==> config.mk <==
export PLATFORM = sky130hd
export DESIGN_NAME = gpio_port
export DESIGN_NICKNAME = d
export VERILOG_FILES = /design/src/rtl/gpio_pkg.sv /design/src/rtl/gpio_cfg_regs.sv /design/src/rtl/gpio_pin_drv.sv /design/src/rtl/gpio_in_sync.sv /design/src/rtl/gpio_port.sv
export SDC_FILE = /design/constraint.sdc
export NUM_CORES = 1
export LEC_CHECK = 0
export BUFFER_PORTS_ARGS = -buffer_cell sky130_fd_sc_hd__buf_2
export CAP_MARGIN = 10
export CORE_ASPECT_RATIO = 1.25
export CORE_MARGIN = 5
export CORE_UTILIZATION = 40
export CTS_CLUSTER_SIZE = 12
export DETAILED_ROUTE_END_ITERATION = 8
export GPL_TIMING_DRIVEN = 0
export SLEW_MARGIN = 5
export SYNTH_ARGS = -nofsm -noshare
export SYNTH_HDL_FRONTEND = slang
export SYNTH_HIERARCHICAL = 1
export SYNTH_SLANG_ARGS = --single-unit
==> constraint.sdc <==
create_clock -name clk -period 1.6 [get_ports clk]
set_clock_uncertainty 0.15 [all_clocks]
set_input_delay 0.08 -clock clk [delete_from_list [all_inputs] [get_ports clk]]
set_output_delay 0.08 -clock clk [all_outputs]
set_load 0.01 [all_outputs]
==> src/rtl/gpio_pkg.sv <==
package gpio_pkg;
   localparam int BUS_W  = 32;
   localparam int LANE_W = 8;
   localparam int LANES  = BUS_W / LANE_W;
   localparam int HALF_W = BUS_W / 2;

   typedef enum logic [1:0] {
      PM_INPUT  = 2'b00,
      PM_OUTPUT = 2'b01,
      PM_PERIPH = 2'b10,
      PM_ANALOG = 2'b11
   } pin_mode_e;

   typedef enum logic [1:0] {
      PULL_NONE = 2'b00,
      PULL_UP   = 2'b01,
      PULL_DOWN = 2'b10,
      PULL_RSVD = 2'b11
   } pull_code_e;

   localparam logic [2:0] OFS_MODE   = 3'd0;
   localparam logic [2:0] OFS_DTYPE  = 3'd1;
   localparam logic [2:0] OFS_SPEED  = 3'd2;
   localparam logic [2:0] OFS_PULL   = 3'd3;
   localparam logic [2:0] OFS_IDATA  = 3'd4;
   localparam logic [2:0] OFS_ODATA  = 3'd5;
   localparam logic [2:0] OFS_SETCLR = 3'd6;

   function automatic logic [BUS_W-1:0] lane_mask(input logic [LANES-1:0] be);
      logic [BUS_W-1:0] m;
      for (int i = 0; i < LANES; i++) m[i*LANE_W +: LANE_W] = {LANE_W{be[i]}};
      return m;
   endfunction

   function automatic logic [BUS_W-1:0] lane_merge(input logic [BUS_W-1:0] old_v,
                                                     input logic [BUS_W-1:0] new_v,
                                                     input logic [LANES-1:0] be);
      logic [BUS_W-1:0] m;
      m = lane_mask(be);
      return (old_v & ~m) | (new_v & m);
   endfunction
endpackage

==> src/rtl/gpio_cfg_regs.sv <==
module gpio_cfg_regs
   import gpio_pkg::*;
#(
   parameter int NPINS  = 16,
   parameter int ADDR_W = 3
) (
   input  logic                   clk,
   input  logic                   rst_n,
   input  logic                   wr_en,
   input  logic [ADDR_W-1:0]      addr,
   input  logic [BUS_W-1:0]       wdata,
   input  logic [LANES-1:0]       be,
   output logic [2*NPINS-1:0]     mode_q,
   output logic [NPINS-1:0]       dtype_q,
   output logic [2*NPINS-1:0]     speed_q,
   output logic [2*NPINS-1:0]     pull_q,
   output logic [NPINS-1:0]       odata_q
);
   localparam int FIELD2_W = 2 * NPINS;

   logic [BUS_W-1:0] mode_w, dtype_w, speed_w, pull_w, odata_w;
   logic [BUS_W-1:0] strobe_m;
   logic [NPINS-1:0] set_v, clr_v;
   logic hit_mode, hit_dtype, hit_speed, hit_pull, hit_odata, hit_setclr;

   assign hit_mode   = wr_en && (addr == ADDR_W'(OFS_MODE));
   assign hit_dtype  = wr_en && (addr == ADDR_W'(OFS_DTYPE));
   assign hit_speed  = wr_en && (addr == ADDR_W'(OFS_SPEED));
   assign hit_pull   = wr_en && (addr == ADDR_W'(OFS_PULL));
   assign hit_odata  = wr_en && (addr == ADDR_W'(OFS_ODATA));
   assign hit_setclr = wr_en && (addr == ADDR_W'(OFS_SETCLR));

   assign mode_w  = lane_merge(BUS_W'(mode_q),  wdata, be);
   assign dtype_w = lane_merge(BUS_W'(dtype_q), wdata, be);
   assign speed_w = lane_merge(BUS_W'(speed_q), wdata, be);
   assign pull_w  = lane_merge(BUS_W'(pull_q),  wdata, be);
   assign odata_w = lane_merge(BUS_W'(odata_q), wdata, be);

   assign strobe_m = lane_mask(be);
   assign set_v    = wdata[NPINS-1:0] & strobe_m[NPINS-1:0];
   assign clr_v    = wdata[HALF_W +: NPINS] & strobe_m[HALF_W +: NPINS];

   always_ff @(posedge clk or negedge rst_n) begin
      if (!rst_n) begin
         mode_q  <= '0;
         dtype_q <= '0;
         speed_q <= '0;
         pull_q  <= '0;
         odata_q <= '0;
      end else begin
         if (hit_mode)  mode_q  <= mode_w[FIELD2_W-1:0];
         if (hit_dtype) dtype_q <= dtype_w[NPINS-1:0];
         if (hit_speed) speed_q <= speed_w[FIELD2_W-1:0];
         if (hit_pull)  pull_q  <= pull_w[FIELD2_W-1:0];
         if (hit_odata)
            odata_q <= odata_w[NPINS-1:0];
         else if (hit_setclr)
            odata_q <= (odata_q & ~clr_v) | set_v;
      end
   end
endmodule

==> src/rtl/gpio_pin_drv.sv <==
module gpio_pin_drv
   import gpio_pkg::*;
(
   input  logic [1:0] mode,
   input  logic       open_drain,
   input  logic [1:0] pull,
   input  logic       reg_data,
   input  logic       perif_data,
   output logic       out,
   output logic       oe,
   output logic       pu,
   output logic       pd,
   output logic       analog
);
   pin_mode_e  m;
   pull_code_e p;
   logic drive, src;

   assign m = pin_mode_e'(mode);
   assign p = pull_code_e'(pull);

   always_comb begin
      drive  = (m == PM_OUTPUT) || (m == PM_PERIPH);
      src    = (m == PM_PERIPH) ? perif_data : reg_data;
      analog = (m == PM_ANALOG);
      if (open_drain) begin
         out = 1'b0;
         oe  = drive & ~src;
      end else begin
         out = drive & src;
         oe  = drive;
      end
      pu = !analog && (p == PULL_UP);
      pd = !analog && (p == PULL_DOWN);
   end
endmodule

==> src/rtl/gpio_in_sync.sv <==
module gpio_in_sync #(
   parameter int NPINS  = 16,
   parameter int STAGES = 2
) (
   input  logic             clk,
   input  logic             rst_n,
   input  logic [NPINS-1:0] level_in,
   input  logic [NPINS-1:0] gate_off,
   output logic [NPINS-1:0] level_out
);
   logic [NPINS-1:0] chain [STAGES];

   always_ff @(posedge clk or negedge rst_n) begin
      if (!rst_n) chain[0] <= '0;
      else        chain[0] <= level_in;
   end

   for (genvar s = 1; s < STAGES; s++) begin : g_stage
      always_ff @(posedge clk or negedge rst_n) begin
         if (!rst_n) chain[s] <= '0;
         else        chain[s] <= chain[s-1];
      end
   end

   assign level_out = chain[STAGES-1] & ~gate_off;
endmodule

==> src/rtl/gpio_port.sv <==
module gpio_port
   import gpio_pkg::*;
#(
   parameter int NPINS       = 16,
   parameter int ADDR_W      = 3,
   parameter int SYNC_STAGES = 2
) (
   input  logic                 clk,
   input  logic                 rst_n,
   input  logic                 bus_sel,
   input  logic                 bus_wr,
   input  logic [ADDR_W-1:0]    bus_addr,
   input  logic [31:0]          bus_wdata,
   input  logic [3:0]           bus_be,
   output logic [31:0]          bus_rdata,
   output logic                 bus_rvalid,
   input  logic [NPINS-1:0]     pad_in,
   output logic [NPINS-1:0]     pad_out,
   output logic [NPINS-1:0]     pad_oe,
   output logic [NPINS-1:0]     pad_pu,
   output logic [NPINS-1:0]     pad_pd,
   output logic [2*NPINS-1:0]   pad_speed,
   output logic [NPINS-1:0]     pad_analog,
   input  logic [NPINS-1:0]     perif_drive,
   output logic [NPINS-1:0]     perif_sense
);
   if (NPINS < 1 || NPINS > HALF_W) begin : g_bad_npins
      $error("gpio_port: NPINS must lie in 1..16");
   end
   if (ADDR_W < 3) begin : g_bad_addr
      $error("gpio_port: ADDR_W must be at least 3");
   end
   if (SYNC_STAGES < 2) begin : g_bad_sync
      $error("gpio_port: SYNC_STAGES must be at least 2");
   end

   logic [2*NPINS-1:0] mode_q, speed_q, pull_q;
   logic [NPINS-1:0]   dtype_q, odata_q, idata;
   logic [NPINS-1:0]   analog_v;
   logic               wr_en, rd_en;
   logic [31:0]        rd_mux;

   assign wr_en = bus_sel & bus_wr;
   assign rd_en = bus_sel & ~bus_wr;

   gpio_cfg_regs #(.NPINS(NPINS), .ADDR_W(ADDR_W)) u_regs (
      .clk(clk), .rst_n(rst_n), .wr_en(wr_en), .addr(bus_addr),
      .wdata(bus_wdata), .be(bus_be),
      .mode_q(mode_q), .dtype_q(dtype_q), .speed_q(speed_q),
      .pull_q(pull_q), .odata_q(odata_q)
   );

   for (genvar i = 0; i < NPINS; i++) begin : g_pin
      gpio_pin_drv u_drv (
         .mode(mode_q[2*i +: 2]), .open_drain(dtype_q[i]), .pull(pull_q[2*i +: 2]),
         .reg_data(odata_q[i]), .perif_data(perif_drive[i]),
         .out(pad_out[i]), .oe(pad_oe[i]), .pu(pad_pu[i]), .pd(pad_pd[i]),
         .analog(analog_v[i])
      );
   end

   assign pad_analog = analog_v;
   assign pad_speed  = speed_q;

   gpio_in_sync #(.NPINS(NPINS), .STAGES(SYNC_STAGES)) u_sync (
      .clk(clk), .rst_n(rst_n), .level_in(pad_in), .gate_off(analog_v),
      .level_out(idata)
   );

   assign perif_sense = idata;

   always_comb begin
      rd_mux = '0;
      case (bus_addr)
         ADDR_W'(OFS_MODE):  rd_mux = 32'(mode_q);
         ADDR_W'(OFS_DTYPE): rd_mux = 32'(dtype_q);
         ADDR_W'(OFS_SPEED): rd_mux = 32'(speed_q);
         ADDR_W'(OFS_PULL):  rd_mux = 32'(pull_q);
         ADDR_W'(OFS_IDATA): rd_mux = 32'(idata);
         ADDR_W'(OFS_ODATA): rd_mux = 32'(odata_q);
         default:            rd_mux = '0;
      endcase
   end

   always_ff @(posedge clk or negedge rst_n) begin
      if (!rst_n) begin
         bus_rdata  <= '0;
         bus_rvalid <= 1'b0;
      end else begin
         bus_rvalid <= rd_en;
         if (rd_en) bus_rdata <= rd_mux;
      end
   end
endmodule

==> Word level (Yosys, flattened, before mapping) <==
Cells that the tools add are included.
{ "totals": {"reg_bits": 193, "input_bits": 75, "output_inout_bits": 161, "wordCells": 288} }
{ "classes": {"eq_ne": 86, "mux": 51, "bitwise": 70, "n_reduce_logical": 72} }
{ "op_table": {"columns": ["cell", "n"], "rows": [
  ["case mux 32 bit (6 select lines)", 1],
  ["AND 32 bit", 4],
  ["AND 16 bit", 6],
  ["equality test 2 bit (second input constant)", 48],
  ["bitwise OR 32 bit", 3],
  ["equality test 2 x 1 -> 1 bit (second input constant)", 32],
  ["2-to-1 mux 1 bit", 48],
  ["bitwise OR 16 bit", 3],
  ["logical AND 1 bit", 38],
  ["AND 1 bit", 34],
  ["2-to-1 mux 16 bit", 2],
  ["inverter 16 bit", 2],
  ["inverter 32 bit", 1],
  ["inverter 1 bit", 17],
  ["zero test 1 bit", 16],
  ["logical OR 1 bit", 16],
  ["equality test 3 bit (second input constant)", 3],
  ["equality test 3 x 2 -> 1 bit (second input constant)", 2],
  ["equality test 3 x 1 -> 1 bit (second input constant)", 1],
  ["zero test 3 bit", 1],
  ["nonzero test 2 bit", 1]
]} }

==> Longest topological paths before layout <==
Gate-level depths: netlist (run 1).
{ "logic_depth": {"ltp_word": 6, "ltp_mapped": 7, "ltp_nobuf": 6} }

==> By module <==
The synthesis (run 1) kept the hierarchy.
{ "modules_own_cells": {"columns": ["mod", "instances", "cells_each", "area_each_um2", "seq_area_each_um2"], "rows": [
  ["gpio_cfg_regs", 1, 367, 5272.6, 3203.1],
  ["gpio_port", 1, 258, 2361.0, 825.8],
  ["gpio_pin_drv", 16, 8, 75.1, 0.0],
  ["gpio_in_sync", 1, 48, 1021.0, 800.8]
]} }

==> Least setup slack after synthesis (run 1) <==
OpenSTA, ideal clock, no wires.
{ "synth_timing": {"kind": "flip-flop to flip-flop", "startpoint": "register with a tool-made name", "endpoint": "register bus_rdata[6]", "setup_time_ps": 119, "t_arrival_ps": 1365, "required_ps": 1331, "path_slack_ps": -34, "path_stages_with_launch": 6, "path_buffers": 0, "cell_sequence": "dfrtp_1 -> ha_1 -> nor2b_4 -> mux4_2 -> a21oi_1 -> nor2_1"} }
{ "synth_rtl": {"columns": ["element", "line", "text"], "rows": [
  ["end signal: assignment", "gpio_port.sv:91", "if (rd_en) bus_rdata <= rd_mux;"],
  ["end: declaration", "gpio_port.sv:15", "output logic [31:0] bus_rdata,"]
]} }

==> out/metrics.cfg, run 1 <==
[finish]
diodes = 0
nNetsFinal = 1272
fin_area_sq_um = 13800
fin_util_pct = 56.3
drive_above_1_share_pct = 53.4
area_growth_pct = 39.6

[timing]
slew_viol_final = 0
fmax_ghz = 0.521
fin_crit_sh_pct = 120
post-route-worst-setup-slack_ps = -320
finalCriticalPeriod_ps = 1920
holdWs_ps = 86.8
hold_violations = 0
setup_violations = 88
slew_headroom_pct = 36.5
worst_pin_slew_ps = 952
setup-tns-final_ps = -13230
grt_setup_unrepaired = yes

[floorplan]
row_count = 64
io_pins = 236
dieHeight_um = 185
core_sq_um = 24400
die_area_sq_um = 27900
fp.dieW_um = 150
initial_core_util_pct = 40.4

[status]
violations = negative setup slack
status = finished, violations left

[yosys]
synth_compound_area_share_pct = 9.14
syn_nets = 908
synth_cell_types = 49
yosys.area.top_type = dfrtp_1
seq_area_frac_synth_pct = 49.0
synth-simple-area-share_pct = 13.5
syn_inst = 801
synthTopCellsByCount = dfrtp_1, mux2_2, nor3b_1
synth_warnings = 6
synth_top_family_by_area = multiplexers
synth_fa_ha_area_share_pct = 4.06
synth_xor_area_share_pct = 0.0889
synth_seq_cells = 193
synth.most_common_cell = dfrtp_1
synth_top_area_share_pct = 49.0
syn_area_per_cell_sq_um = 12.3
synth_ff_type = dfrtp_1
yosys-top-cells-area = dfrtp_1, mux2_2, mux2_4, ha_1, nor3b_1
synth_mux_area_share_pct = 20.4
synth_edf_count = 0
synth-async-reset-ratio_pct = 100
synth_area_sq_um = 9860

[global_routing]
antenna_found_initial = 1
grt_max_degree = 99
grt_pass1_wl_mm = 50.3
grtUsageTotal_pct = 24.2
grt_overflow = 0
grt_pass1_vias = 8327

[setup_path]
r2r_slack_ps = -160
cpMaxStageDelayCell = dfrtp_1
worst-path-buf-inv = 2
crit_fanout = 2
endpoint_kind = primary output
worstSetupPathType = flip-flop to primary output
critPathTopFamily = flip-flops
path_cells = inv_1 > ha_2 > mux2_4 > nor3b_1 > buf_2
cpPeakStageDelay_ps = 410
start_kind = flip-flop
worstPathRequired_ps = 1370
worstPathArrival_ps = 1690

[clock_tree]
clock-sinks = 193
clockRootBuffer = clkbuf_16
cts_htree_levels = 4
clock_path_buffers = 2
cts.clk_slew.worst_paths_ps = 70
cts_tree = built
clk_latency_ps = 440
cts_made_buffers = 17

[placed_design]
place_area_sq_um = 11500
dp.final_hpwl_mm = 23.8
portBuffers = 233
place_congestion = 0.880

[routing]
firstDrtPassIters = 4
finalWirelength_mm = 33.6
via_per_inst = 5.27
post_drt_wl_per_cell_um = 22.3
vias = 7947
antenna_left = 0
route.detailed.drc = 0
drt_iter0_markers = 385

[pwr]
vdd_drop_max_v = 0.000797
power_density_nw_per_um2 = 1150
power_leakage_nw = 6.68
power.total_w = 0.0158

[run]
drv_cap = 0

[min_path]
hold_class = input pin to async pin

[cells in the final DEF (no fill, tap or decap), drive strengths merged, types with 2 or more instances in the layout]
master       count
clkinv           2
nand3b          10
a211oi           3
clkinvlp         3
clkbuf          30
ha              32
nand2           45
o22a             6
nor2            27
nand3           33
a31oi            4
inv             41
nand2b          11
o211ai          16
a221oi           8
dfrtp          193
buf            320
and3             6
a22o             7
nor3b           49
o22ai            2
a21oi           37
nor2b           21
mux2i           26
dlygate4sd3     52
bufinv           2
o21ai           31
mux2           142
a22oi           13
[worst reg2reg max path, cell delays in order (launching register included)]
cell	delay (ps)
dfrtp_1	410
ha_2	280
nor2b_4	60
mux2_4	280
a221oi_2	340
o21ai_1	90
[area by class of cell]
cell class	count	area [sq um]
multi-input cells	535	5150
well taps	330	413
repair buffers	345	2380
clock inverters	12	149
fillers	2065	10700
clock buffers	20	457
plain buffers	37	249
inverters	36	135
flip-flops and latches	193	4830
[metal layers]
layer / GRT usage (%) / vias to the layer above / part of all wire, %
met5: 0 / - / 0.021
met4: 9.04 / 2 / 3.1
met3: 4.82 / 54 / 5.1
met2: 41.4 / 234 / 51
met1: 30.2 / 4057 / 41
li1: - / 3600 / -
[worst paths after layout]
kind,from,end,cells past startpoint
worst min-delay path,rst_n,u_sync/chain[19],2
worst max-delay path,flip-flop,pad_out[11],5
worst min register to register,u_sync/chain[22],u_sync/chain[6],0
min in group clk,bus_addr[0],bus_rdata[6],4
max in group asynchronous,rst_n,async pin,3
worst max register to register,flip-flop,bus_rdata[5],5
[repair_timing]
action                                  4_1_cts  5_1_grt
setup buffers                                52       20
hold buffers                                 52        0
resized for setup                           110       47
pin swaps                                    32       37
gates cloned                                  0        0
hold endpoints to repair                    239        0
endpoints found under the setup margin       85      119
[through the flow]
stage | instances | setup slack, ps
after floorplan | 801 | 22.0
after global placement | 1364 | -3080
after detailed placement | 1365 | -431
after CTS | 1501 | -317
after global routing | 1508 | -398
final | 1508 | -320
[kinds of logic after synthesis]
kind of cell / after synthesis
AOI/OAI and AO/OA: 130
xor gates and xnor gates: 1
adders and majority gates: 32
buffers and inverters: 73
DFF: 193
muxes: 169
and+or+nand+nor: 203
[power breakdown]
group,internal [W],switching [W]
registers,0.00559,0.000719
clock network,0.00243,0.00203
logic,0.00265,0.00237
(Power assumes the default switching activity.)
==> inputs of run 2 (changes only) <==
--- a/config.mk
+++ b/config.mk
@@ -18,3 +18,4 @@
 export SYNTH_HDL_FRONTEND = slang
 export SYNTH_HIERARCHICAL = 1
 export SYNTH_SLANG_ARGS = --single-unit
+export TNS_END_PERCENT = 10
==> out/metrics.cfg, run 2 (synthesis results as in run 1) <==
[routing]
antenna_left = 0  ; unchanged
firstDrtPassIters = 6  ; +2
via_per_inst = 5.29  ; +0.47%
vias = 7794  ; -1.9%
finalWirelength_mm = 33.1  ; -1.5%
route.detailed.drc = 0  ; unchanged
post_drt_wl_per_cell_um = 22.5  ; +0.92%
drt_iter0_markers = 427  ; +11%

[floorplan]
row_count = 64  ; unchanged
dieHeight_um = 185  ; unchanged
io_pins = 236  ; unchanged
die_area_sq_um = 27900  ; unchanged
core_sq_um = 24400  ; unchanged
initial_core_util_pct = 40.4  ; unchanged
fp.dieW_um = 150  ; unchanged

[placed_design]
dp_cells = 1366  ; +0.073%
portBuffers = 233  ; unchanged
dp.final_hpwl_mm = 24.0  ; +0.93%
place_congestion = 0.872  ; -0.97%

[setup_path]
crit_fanout = 4  ; +2
start_kind = flip-flop
endpoint_kind = primary output
worstPathRequired_ps = 1370  ; about the same
worstPathArrival_ps = 1710  ; +20 ps
worstSetupPathType = flip-flop to primary output

[timing]
finalCriticalPeriod_ps = 1940  ; +23.8 ps
worst_pin_slew_ps = 1010  ; +54.6 ps
slew_headroom_pct = 32.9  ; -3.6 points
setup_violations = 85  ; -3.4%
setup-tns-final_ps = -14120  ; -894 ps
post-route-worst-setup-slack_ps = -344  ; -23.8 ps
slew_viol_final = 0  ; unchanged
grt_setup_unrepaired = yes
fmax_ghz = 0.514  ; -1.2%
holdWs_ps = -15.5  ; -102 ps
fin_crit_sh_pct = 122  ; +1.5 points
hold_violations = 12  ; +12

[clock_tree]
cts_made_buffers = 17  ; unchanged
cts.clk_slew.worst_paths_ps = 80  ; about the same
clock-sinks = 193  ; unchanged
clock_path_buffers = 2  ; unchanged
cts_tree = built
clockRootBuffer = clkbuf_16
cts_htree_levels = 4  ; unchanged
clk_latency_ps = 450  ; about the same

[global_routing]
grt_pass1_vias = 8208  ; -1.4%
grt_pass1_wl_mm = 49.5  ; -1.6%
grtUsageTotal_pct = 23.9  ; -0.27 points
grt_max_degree = 79  ; -20%
antenna_found_initial = 1  ; unchanged
grt_overflow = 0  ; unchanged

[finish]
nNetsFinal = 1235  ; -2.9%
finalNonFillerCells = 1472  ; -2.4%
final_common_cell = buf_2
area_growth_pct = 35.6
final_cell_mix = buf_2, dfrtp_1, mux2_2, dlygate4sd3_1, nand2_1
drive_above_1_share_pct = 51.5  ; -1.9 points

[pwr]
vdd_drop_max_v = 0.000720  ; -9.8%
power_leakage_nw = 6.47  ; -3.2%
power_density_nw_per_um2 = 1150  ; +0.67%

[status]
status = finished, violations left
violations = negative hold slack, negative setup slack

[min_path]
hold_class = input pin to async pin

[run]
drv_cap = 0  ; unchanged

## run 2: report_power, final
part / switching, W / internal (W)
clock: 0.00202 / 0.00239
sequential: 0.000752 / 0.00559
combinational: 0.00225 / 0.00243
total: 0.00502 / 0.0104
## run 2: routing by layer
| layer | up-vias | wire [um] | track usage [%] |
|---|---|---|---|
| met5 | - | 8 | 0 |
| met4 | 2 | 1210 | 9.56 |
| met3 | 72 | 1630 | 4.53 |
| met2 | 276 | 16700 | 40.5 |
| met1 | 3905 | 13600 | 30.2 |
| li1 | 3539 | - | - |
## run 2: cell type report
type / count / area [sq um]
multi-input cells: 535 / 5080
fillers: 2100 / 11100
clock buffers: 20 / 447
clock inverters: 12 / 148
flip-flops and latches: 193 / 4840
diodes: 1 / 2.50
plain buffers: 37 / 249
repair buffers: 308 / 2050
inverters: 36 / 135
well taps: 330 / 413
## run 2: worst paths after layout
kind / from / end / slack [ps] / depth (start not counted)
worst min register to register: u_sync/chain[26] / u_sync/chain[10] / 200 / 0
worst min-delay path: rst_n / bus_rdata[3] / -20 / 2
worst max register to register: flip-flop / bus_rdata[5] / -190 / 5
max in group asynchronous: rst_n / async pin / 210 / 4
min in group clk: bus_addr[0] / bus_rdata[6] / 80 / 4
worst max-delay path: flip-flop / pad_out[5] / -340 / 5
## run 2: worst max-delay path, cell delays in order, from the launching register on
cell and delay, ps:
dfrtp_1 420, inv_1 80, ha_2 170, mux2_4 310, nor3b_4 160, buf_2 140
## run 2: what timing repair did
action / CTS / global route
buffers inserted: 15 / 7
hold endpoints to repair: 259 / 0
endpoints found under the setup margin: 90 / 106
pin swaps: 29 / 12
gates resized for setup: 85 / 40
cloned: 0 / 0
hold buffers: 51 / 0
## run 2: through the flow
stage	power (W)	util [%]	area (sq um)	setup WS (ps)
2_1_floorplan	0.00857	-	9860	-19.9
5_1_grt	0.0162	54.7	13400	-409
3_5_place_dp	0.0103	47.1	11500	-391
4_1_cts	0.0153	53.7	13100	-362
6_report	0.0154	54.7	13400	-344
3_3_place_gp	0.0102	46.8	11400	-3100
